===== config.mk =====
export PLATFORM = sky130hd
export DESIGN_NAME = cfg_port_decoder
export DESIGN_NICKNAME = d
export VERILOG_FILES = /design/src/rtl/cfg_port_decoder.sv
export SDC_FILE = /design/constraint.sdc
export NUM_CORES = 1
export LEC_CHECK = 0
export ABC_AREA = 0
export BUFFER_PORTS_ARGS = -buffer_cell sky130_fd_sc_hd__buf_4
export CAP_MARGIN = 10
export CORE_ASPECT_RATIO = 1.4
export CORE_MARGIN = 10
export CORE_UTILIZATION = 37
export DETAILED_ROUTE_END_ITERATION = 8
export PLACE_DENSITY_LB_ADDON = 0.15
export RECOVER_POWER = 25
export SYNTH_ARGS = -nofsm -noshare
export SYNTH_HDL_FRONTEND = slang
export SYNTH_SLANG_ARGS = --single-unit

===== constraint.sdc =====
create_clock -name clk -period 2 [get_ports clk]
set_clock_uncertainty 0.1 [all_clocks]
set_input_delay 0.1 -clock clk [delete_from_list [all_inputs] [get_ports clk]]
set_output_delay 0.1 -clock clk [all_outputs]
set_load 0.01 [all_outputs]

===== src/rtl/cfg_port_decoder.sv =====
module cfg_port_decoder #(
  parameter logic [15:0] CTRL_ADDR = 16'hCF8,
  parameter logic [3:0]  WIN_PAGE  = 4'hC
) (
  input  logic        clk,
  input  logic        rst_n,
  input  logic [15:0] io_addr,
  input  logic        io_rd,
  input  logic        io_wr,
  input  logic [3:0]  io_be,
  input  logic [31:0] io_wdata,
  output logic [31:0] io_rdata,
  output logic        io_done,
  output logic        cfg_req,
  output logic [7:0]  cfg_bus,
  output logic [3:0]  cfg_dev,
  output logic [2:0]  cfg_func,
  output logic [3:0]  cfg_reg,
  output logic        cfg_we,
  output logic [31:0] cfg_wdata,
  output logic        cfg_special,
  input  logic        cfg_ack,
  input  logic [31:0] cfg_rdata,
  output logic        cfg_err
);
  localparam logic [13:0] CTRL_DW = CTRL_ADDR[15:2];
  localparam logic [31:0] ONES = '1;

  logic [7:0] en_q, fwd_q;
  logic       busy;

  wire cfg_on   = |en_q[7:4];
  wire strobe   = (io_rd | io_wr) & ~busy;
  wire hit_ctrl = io_addr[15:2] == CTRL_DW;
  wire hit_win  = cfg_on & (io_addr[15:12] == WIN_PAGE) & ~hit_ctrl;
  wire bad      = (io_be != 4'hF) | (io_addr[7:6] != 2'b00) | (io_addr[1:0] != 2'b00);

  assign cfg_req     = busy;
  assign cfg_bus     = fwd_q;
  assign cfg_func    = en_q[3:1];
  assign cfg_special = en_q[0];

  always_ff @(posedge clk or negedge rst_n) begin
    if (!rst_n) begin
      en_q      <= '0;
      fwd_q     <= '0;
      busy      <= 1'b0;
      io_done   <= 1'b0;
      io_rdata  <= '0;
      cfg_err   <= 1'b0;
      cfg_dev   <= '0;
      cfg_reg   <= '0;
      cfg_we    <= 1'b0;
      cfg_wdata <= '0;
    end else begin
      io_done <= 1'b0;
      cfg_err <= 1'b0;
      if (busy) begin
        if (cfg_ack) begin
          busy     <= 1'b0;
          io_done  <= 1'b1;
          io_rdata <= cfg_we ? ONES : cfg_rdata;
        end
      end else if (strobe) begin
        io_done  <= 1'b1;
        io_rdata <= ONES;
        if (hit_win) begin
          if (bad) begin
            cfg_err <= 1'b1;
          end else begin
            io_done   <= 1'b0;
            busy      <= 1'b1;
            cfg_dev   <= io_addr[11:8];
            cfg_reg   <= io_addr[5:2];
            cfg_we    <= io_wr;
            cfg_wdata <= io_wdata;
          end
        end else if (hit_ctrl && !cfg_on) begin
          if (io_wr) begin
            if (io_be[0]) en_q  <= io_wdata[7:0];
            if (io_be[2]) fwd_q <= io_wdata[23:16];
          end else begin
            io_rdata <= {8'hFF, fwd_q, 8'hFF, en_q};
          end
        end
      end
    end
  end
endmodule


==> impl_metrics.ini, run 1 <==
[timing]
max_freq_mhz = 487.2
hold_viol = 1
fin_crit_sh_pct = 102.6
rsz0062_at_grt = true
timing.final.ws_setup_ns = -0.05234
finalCriticalPeriod_ns = 2.052
setup_tns_ns = -0.4032
setup_viol = 12
worstMarginPinSlew_ns = 1.045
max-slew-margin-rel_pct = 30.32
final_max_slew_viol_count = 0
whs_ns = -0.0005603

[pwr]
switchingPower_w = 0.0008843
clockPowerShare_pct = 46.0
power_frac_seq_pct = 44.2
p_int_w = 0.003389
vdd_drop_max_mv = 0.4668
power_frac_comb_pct = 9.7
p_leak_nw = 3.150
switching_share_pct = 20.69
p_per_area_nw_per_um2 = 664.4

[critical_path]
critPathCaptureType = flip-flop
crit_fanout = 8
critPathSlowestCell = or4_4
required_ns = 2.13
worstPathCellList = nor4_4, nand3_2, or4_4, mux2_4
worstPathArrival_ns = 2.18
crit_family = simple AND/OR/NAND/NOR gates
startpoint_type = flip-flop
crit_buf_inv = 0
critPathKind = flip-flop to flip-flop
cpPeakStageDelay_ns = 0.64

[routing]
dr.pass1.iters = 5
vias_per_cell = 4.711
ant_nets = 0
wl_per_cell_um = 17.49
drt-initial-drc-count = 62
num_vias = 3298
routed_wl_mm = 12.24
drc = 0

[yosys]
ys_warn_count = 0
yosys-top-cells-count = 92 x dfrtp_1, 45 x mux2_2, 37 x nor2_1
post-synth-top-count-cell = dfrtp_1
synth_area_leaders = dfrtp_1 60%, mux2_2 13%, nor2_1 3.6%
ys_types = 27
synth-edff-count = 0
synth-async-reset-ratio_pct = 100.0
seq_area_frac_synth_pct = 60.25
synthFlopType = dfrtp_1
synth.avg_cell_area_sq_um = 12.45
synth_seq_cells = 92
synth_cells = 307
yosysTopAreaCell = dfrtp_1
synth_top_area_share_pct = 60.25
synth_nets = 396
syn_area_sq_um = 3821

[cells_and_area]
drive_gt1_share_pct = 47.79
biggestRegsByFlops = cfg_wdata x32, io_rdata x32
nets = 649
fin_cells = 700
area_growth_pct = 68.34
insertedDiodeCount = 0
utilization_pct = 64.28

[outcome]
status = finished, violations left
failed_checks = negative hold slack, negative setup slack

[clock_network]
cts_sinks = 92
cts_buffer_depth = 2
clock_latency_ns = 0.34
cts_htree_levels = 3
cts_root_buffer = clkbuf_16
clk_pin_slew_worst_paths_ns = 0.06
numCtsBuffers = 9
tritoncts = yes

[floorplanning]
start_util_pct = 38.18
die-area_sq_um = 14850
dieHeight_um = 140.2
rows = 43
die_w_um = 105.9
core_area_sq_um = 10010
io_pins = 177

[placement]
dp.cells = 610
port_buffers = 176
dp_hpwl_mm = 8.773
gp_congestion = 0.7249
dp_slack_ns = -0.09747

[grt]
grt_max_degree = 56
grt_pass1_wl_mm = 19.20
grtUsageTotal_pct = 16.30
gr-total-overflow = 0
antenna_found_initial = 0
grt_pass1_vias = 3572

[hold_path]
hp-class = input port to flip-flop

[run]
cap_violations = 0
[area by class of cell]
type	instances	area [sq um]
fill	789	3575
sequential	92	2302
timing repair buffer	264	2201
multi-input combinational	190	1399
clock buffer	10	239.0
tap	135	168.9
clock inverter	6	111.4
inverter	3	11.26
[final timing paths]
check / slack [ns] / from / depth (start not counted) / endpoint
min in group asynchronous: 0.37 / rst_n / 2 / io_rdata[25]
worst max register to register: -0.05 / en_q[4] / 4 / cfg_bus[6]
worst max-delay path: -0.05 / en_q[4] / 4 / cfg_bus[6]
max in group asynchronous: 0.35 / rst_n / 3 / en_q[1]
worst min register to register: 0.38 / io_rdata[6] / 2 / io_rdata[6]
worst min-delay path: -0.0006 / cfg_rdata[1] / 3 / io_rdata[1]
[tightest hold or removal path: cells and delay by family]
family / cells / cell delay, ns
AO/OA/AOI/OAI: 2 / 0.22
buffers and inverters: 1 / 0.08
[metrics by stage]
| stage | power (W) | hold WS [ns] | cell area, sq um |
|---|---|---|---|
| 2_1_floorplan | 0.001987 | -0.2956 | 3821 |
| 3_3_place_gp | 0.002227 | -0.1072 | 5358 |
| 3_5_place_dp | 0.002231 | -0.1034 | 5358 |
| 4_1_cts | 0.004324 | 0.00002998 | 6436 |
| 5_1_grt | 0.004426 | 0.003404 | 6432 |
| 6_report | 0.004274 | -0.0005603 | 6432 |
[per-layer routing]
layer / track usage (%) / up-vias / wire length, um
met5: 0 / - / 0
met4: 7.577 / 0 / 263
met3: 4.454 / 15 / 850
met2: 28.39 / 126 / 6379
met1: 17.87 / 1569 / 4751
li1: - / 1588 / -
[placed cells by master (no fill, tap or decap), types with 2 or more instances in the layout]
cell           instances
nand2_1               20
dfrtp_1               92
nor4_1                14
o31ai_1                4
mux2_2                45
nor4_4                 3
buf_4                185
dlygate4sd3_1         72
inv_1                  3
nor3_1                17
buf_12                 3
a21o_1                 6
buf_6                  2
nor2_1                37
clkbuf_16              9
bufinv_16              3
mux2_4                 8
nand2b_1               2
o21ai_0               24
[power groups by stage]
stage	registers [W]	clock network, W	logic, W
floorplan	0.00193	0	0.0000535
global placement	0.00192	0	0.000304
detailed placement	0.00193	0	0.000306
CTS	0.00189	0.00201	0.000422
global route	0.00189	0.00208	0.000454
finish	0.00189	0.00197	0.000417
[repair_timing]
action,CTS,global route
hold endpoints to repair,180,0
hold buffers,72,0
gates resized for setup,0,1
setup endpoints to repair,12,12
pin swaps,2,1
setup buffers,1,1
[logic make-up (layout without fill, tap and decap cells)]
group,after synthesis,in the layout,share of synthesized area (%)
and+or+nand+nor,100,100,14.34
AOI/OAI and AO/OA,37,37,5.730
buffers and inverters,25,283,3.274
muxes,53,53,16.40
DFF,92,92,60.25
(Power assumes the default switching activity.)
==> run 2: changes to the inputs <==
==> constraint.sdc (replaced) <==
create_clock -name clk -period 2 [get_ports clk]
set_clock_uncertainty 0.1 [all_clocks]
set_input_delay 0.4 -clock clk [delete_from_list [all_inputs] [get_ports clk]]
set_output_delay 0.4 -clock clk [all_outputs]
set_load 0.01 [all_outputs]
==> run 2 against run 1 <==
The run now ends clean. Critical path depth increased by 2. Sequential share of layout area increased by 4.2 points. First-iteration DRC count decreased by 18%. Design area decreased by 10%. Sequential power about the same. Total power decreased by 4.8%. Register-to-register slack improved by 0.07 ns. Non-clock buffer count decreased by 66. Count of clock-buffer cells in the layout increased by 2.
==> impl_metrics.ini, run 2 (synthesis gave the netlist of run 1 again) <==
[outcome]
status = complete, no violations

[clock_network]
cts_buffer_depth = 2
clk_pin_slew_worst_paths_ns = 0.06
cts_sinks = 92
clock_latency_ns = 0.33
numCtsBuffers = 9
tritoncts = yes
cts_htree_levels = 3
cts_root_buffer = clkbuf_16

[timing]
hold_viol = 0
timing.final.ws_setup_ns = 0.01441
fin_crit_sh_pct = 99.28
finalCriticalPeriod_ns = 1.986
setup_tns_ns = 0
max_freq_mhz = 503.6
worstMarginPinSlew_ns = 0.7493
final_max_slew_viol_count = 0
max-slew-margin-rel_pct = 50.05
rsz0062_at_grt = true
setup_viol = 0

[floorplanning]
rows = 43
core_area_sq_um = 10010
die-area_sq_um = 14850
die_w_um = 105.9
start_util_pct = 38.18
dieHeight_um = 140.2
io_pins = 177

[grt]
grt_pass1_wl_mm = 17.42
grt_max_degree = 49
grt_pass1_vias = 3215
gr-total-overflow = 0
antenna_found_initial = 0
grtUsageTotal_pct = 14.74

[critical_path]
required_ns = 2.12
critPathCaptureType = flip-flop
startpoint_type = flip-flop
critPathKind = flip-flop to flip-flop
crit_fanout = 5
worstPathArrival_ns = 2.10

[pwr]
p_per_area_nw_per_um2 = 705.9
switching_share_pct = 20.44
p_int_w = 0.003236
vdd_drop_max_mv = 0.4447
switchingPower_w = 0.0008315
power_frac_seq_pct = 46.5
clockPowerShare_pct = 46.2
power_frac_comb_pct = 7.3
p_leak_nw = 2.873

[routing]
dr.pass1.iters = 4
wl_per_cell_um = 17.71
vias_per_cell = 4.707
num_vias = 2984
routed_wl_mm = 11.23
ant_nets = 0
drc = 0
drt-initial-drc-count = 51

[cells_and_area]
final_cell_mix = 190 x buf_4, 91 x dfrtp_1, 45 x mux2_2, 37 x nor2_1, 24 x o21ai_0
nets = 583
insertedDiodeCount = 0
biggestRegsByFlops = cfg_wdata x32, io_rdata x32
fin_cells = 634
area_growth_pct = 50.79
finalInstanceArea_sq_um = 5762
utilization_pct = 57.58
drive_gt1_share_pct = 56.11
layout_commonest_cell = buf_4

[placement]
gp_congestion = 0.7427
dp_hpwl_mm = 8.770
place_area_sq_um = 5381
port_buffers = 176
dp_slack_ns = -0.1081
dp.cells = 614

[run]
cap_violations = 0

[hold_path]
hp-class = input port to flip-flop
## run 2: changes by cell type in the layout (fill, tap and decap cells not counted), sizes merged
cell	previous run	this run
dlygate4sd3	72	1
clkinvlp	1	0
buf	190	195
clkbuf	12	14
bufinv	3	2
## run 2: power by group through the flow
stage                     Clock, W  Combinational (W)  Sequential (W)
final                      0.00188           0.000297         0.00189
after global routing       0.00199           0.000327         0.00189
after CTS                  0.00193           0.000307         0.00189
after detailed placement         0           0.000304         0.00193
after global placement           0           0.000302         0.00192
after floorplan                  0          0.0000539         0.00193
## run 2: worst paths after layout
check                             start      endpoint  slack (ns)  cells after the start
max                             en_q[4]       en_q[3]        0.01                      6
min                         io_wdata[4]       en_q[4]        0.18                      2
max reg2reg                     en_q[4]       en_q[3]        0.01                      6
min reg2reg                io_rdata[21]  io_rdata[21]        0.38                      2
max in group asynchronous         rst_n   io_rdata[0]        0.32                      3
min in group asynchronous         rst_n  io_rdata[13]        0.56                      2
## run 2: worst max-delay path: stages (launching register included)
cell     delay (ns)
dfrtp_1        0.41
nor4_4         0.33
nand3_2        0.13
buf_6          0.15
nor4_4         0.25
buf_4          0.17
mux2_2         0.33
## run 2: cell type report
type	instances	area (sq um)
clock buffers	12	266.5
clock inverters	4	70.07
fillers	919	4245
inverters	3	11.26
multi-input cells	190	1421
flip-flops and latches	92	2303
well taps	135	168.9
repair buffers	198	1520
## run 2: routing by layer
metal	GRT usage [%]	wire length (um)	share of wire (%)
met5	0	0	0
met4	3.860	106	0.94
met3	6.198	945	8.4
met2	25.13	5755	51
met1	16.48	4419	39
## run 2: per-stage QoR
stage               power [W]  hold slack [ns]
global route         0.004214           0.1649
global placement     0.002226           0.2559
floorplan            0.001987         0.004409
detailed placement   0.002230           0.2632
finish               0.004067           0.1774
CTS                  0.004126           0.1663
## run 2: repair_timing
action / in CTS / in global routing
pin swaps: 3 / 4
hold buffers: 1 / 0
setup buffers: 1 / 2
resized for setup: 0 / 6
hold endpoints to repair: 28 / 0
setup endpoints to repair: 12 / 15
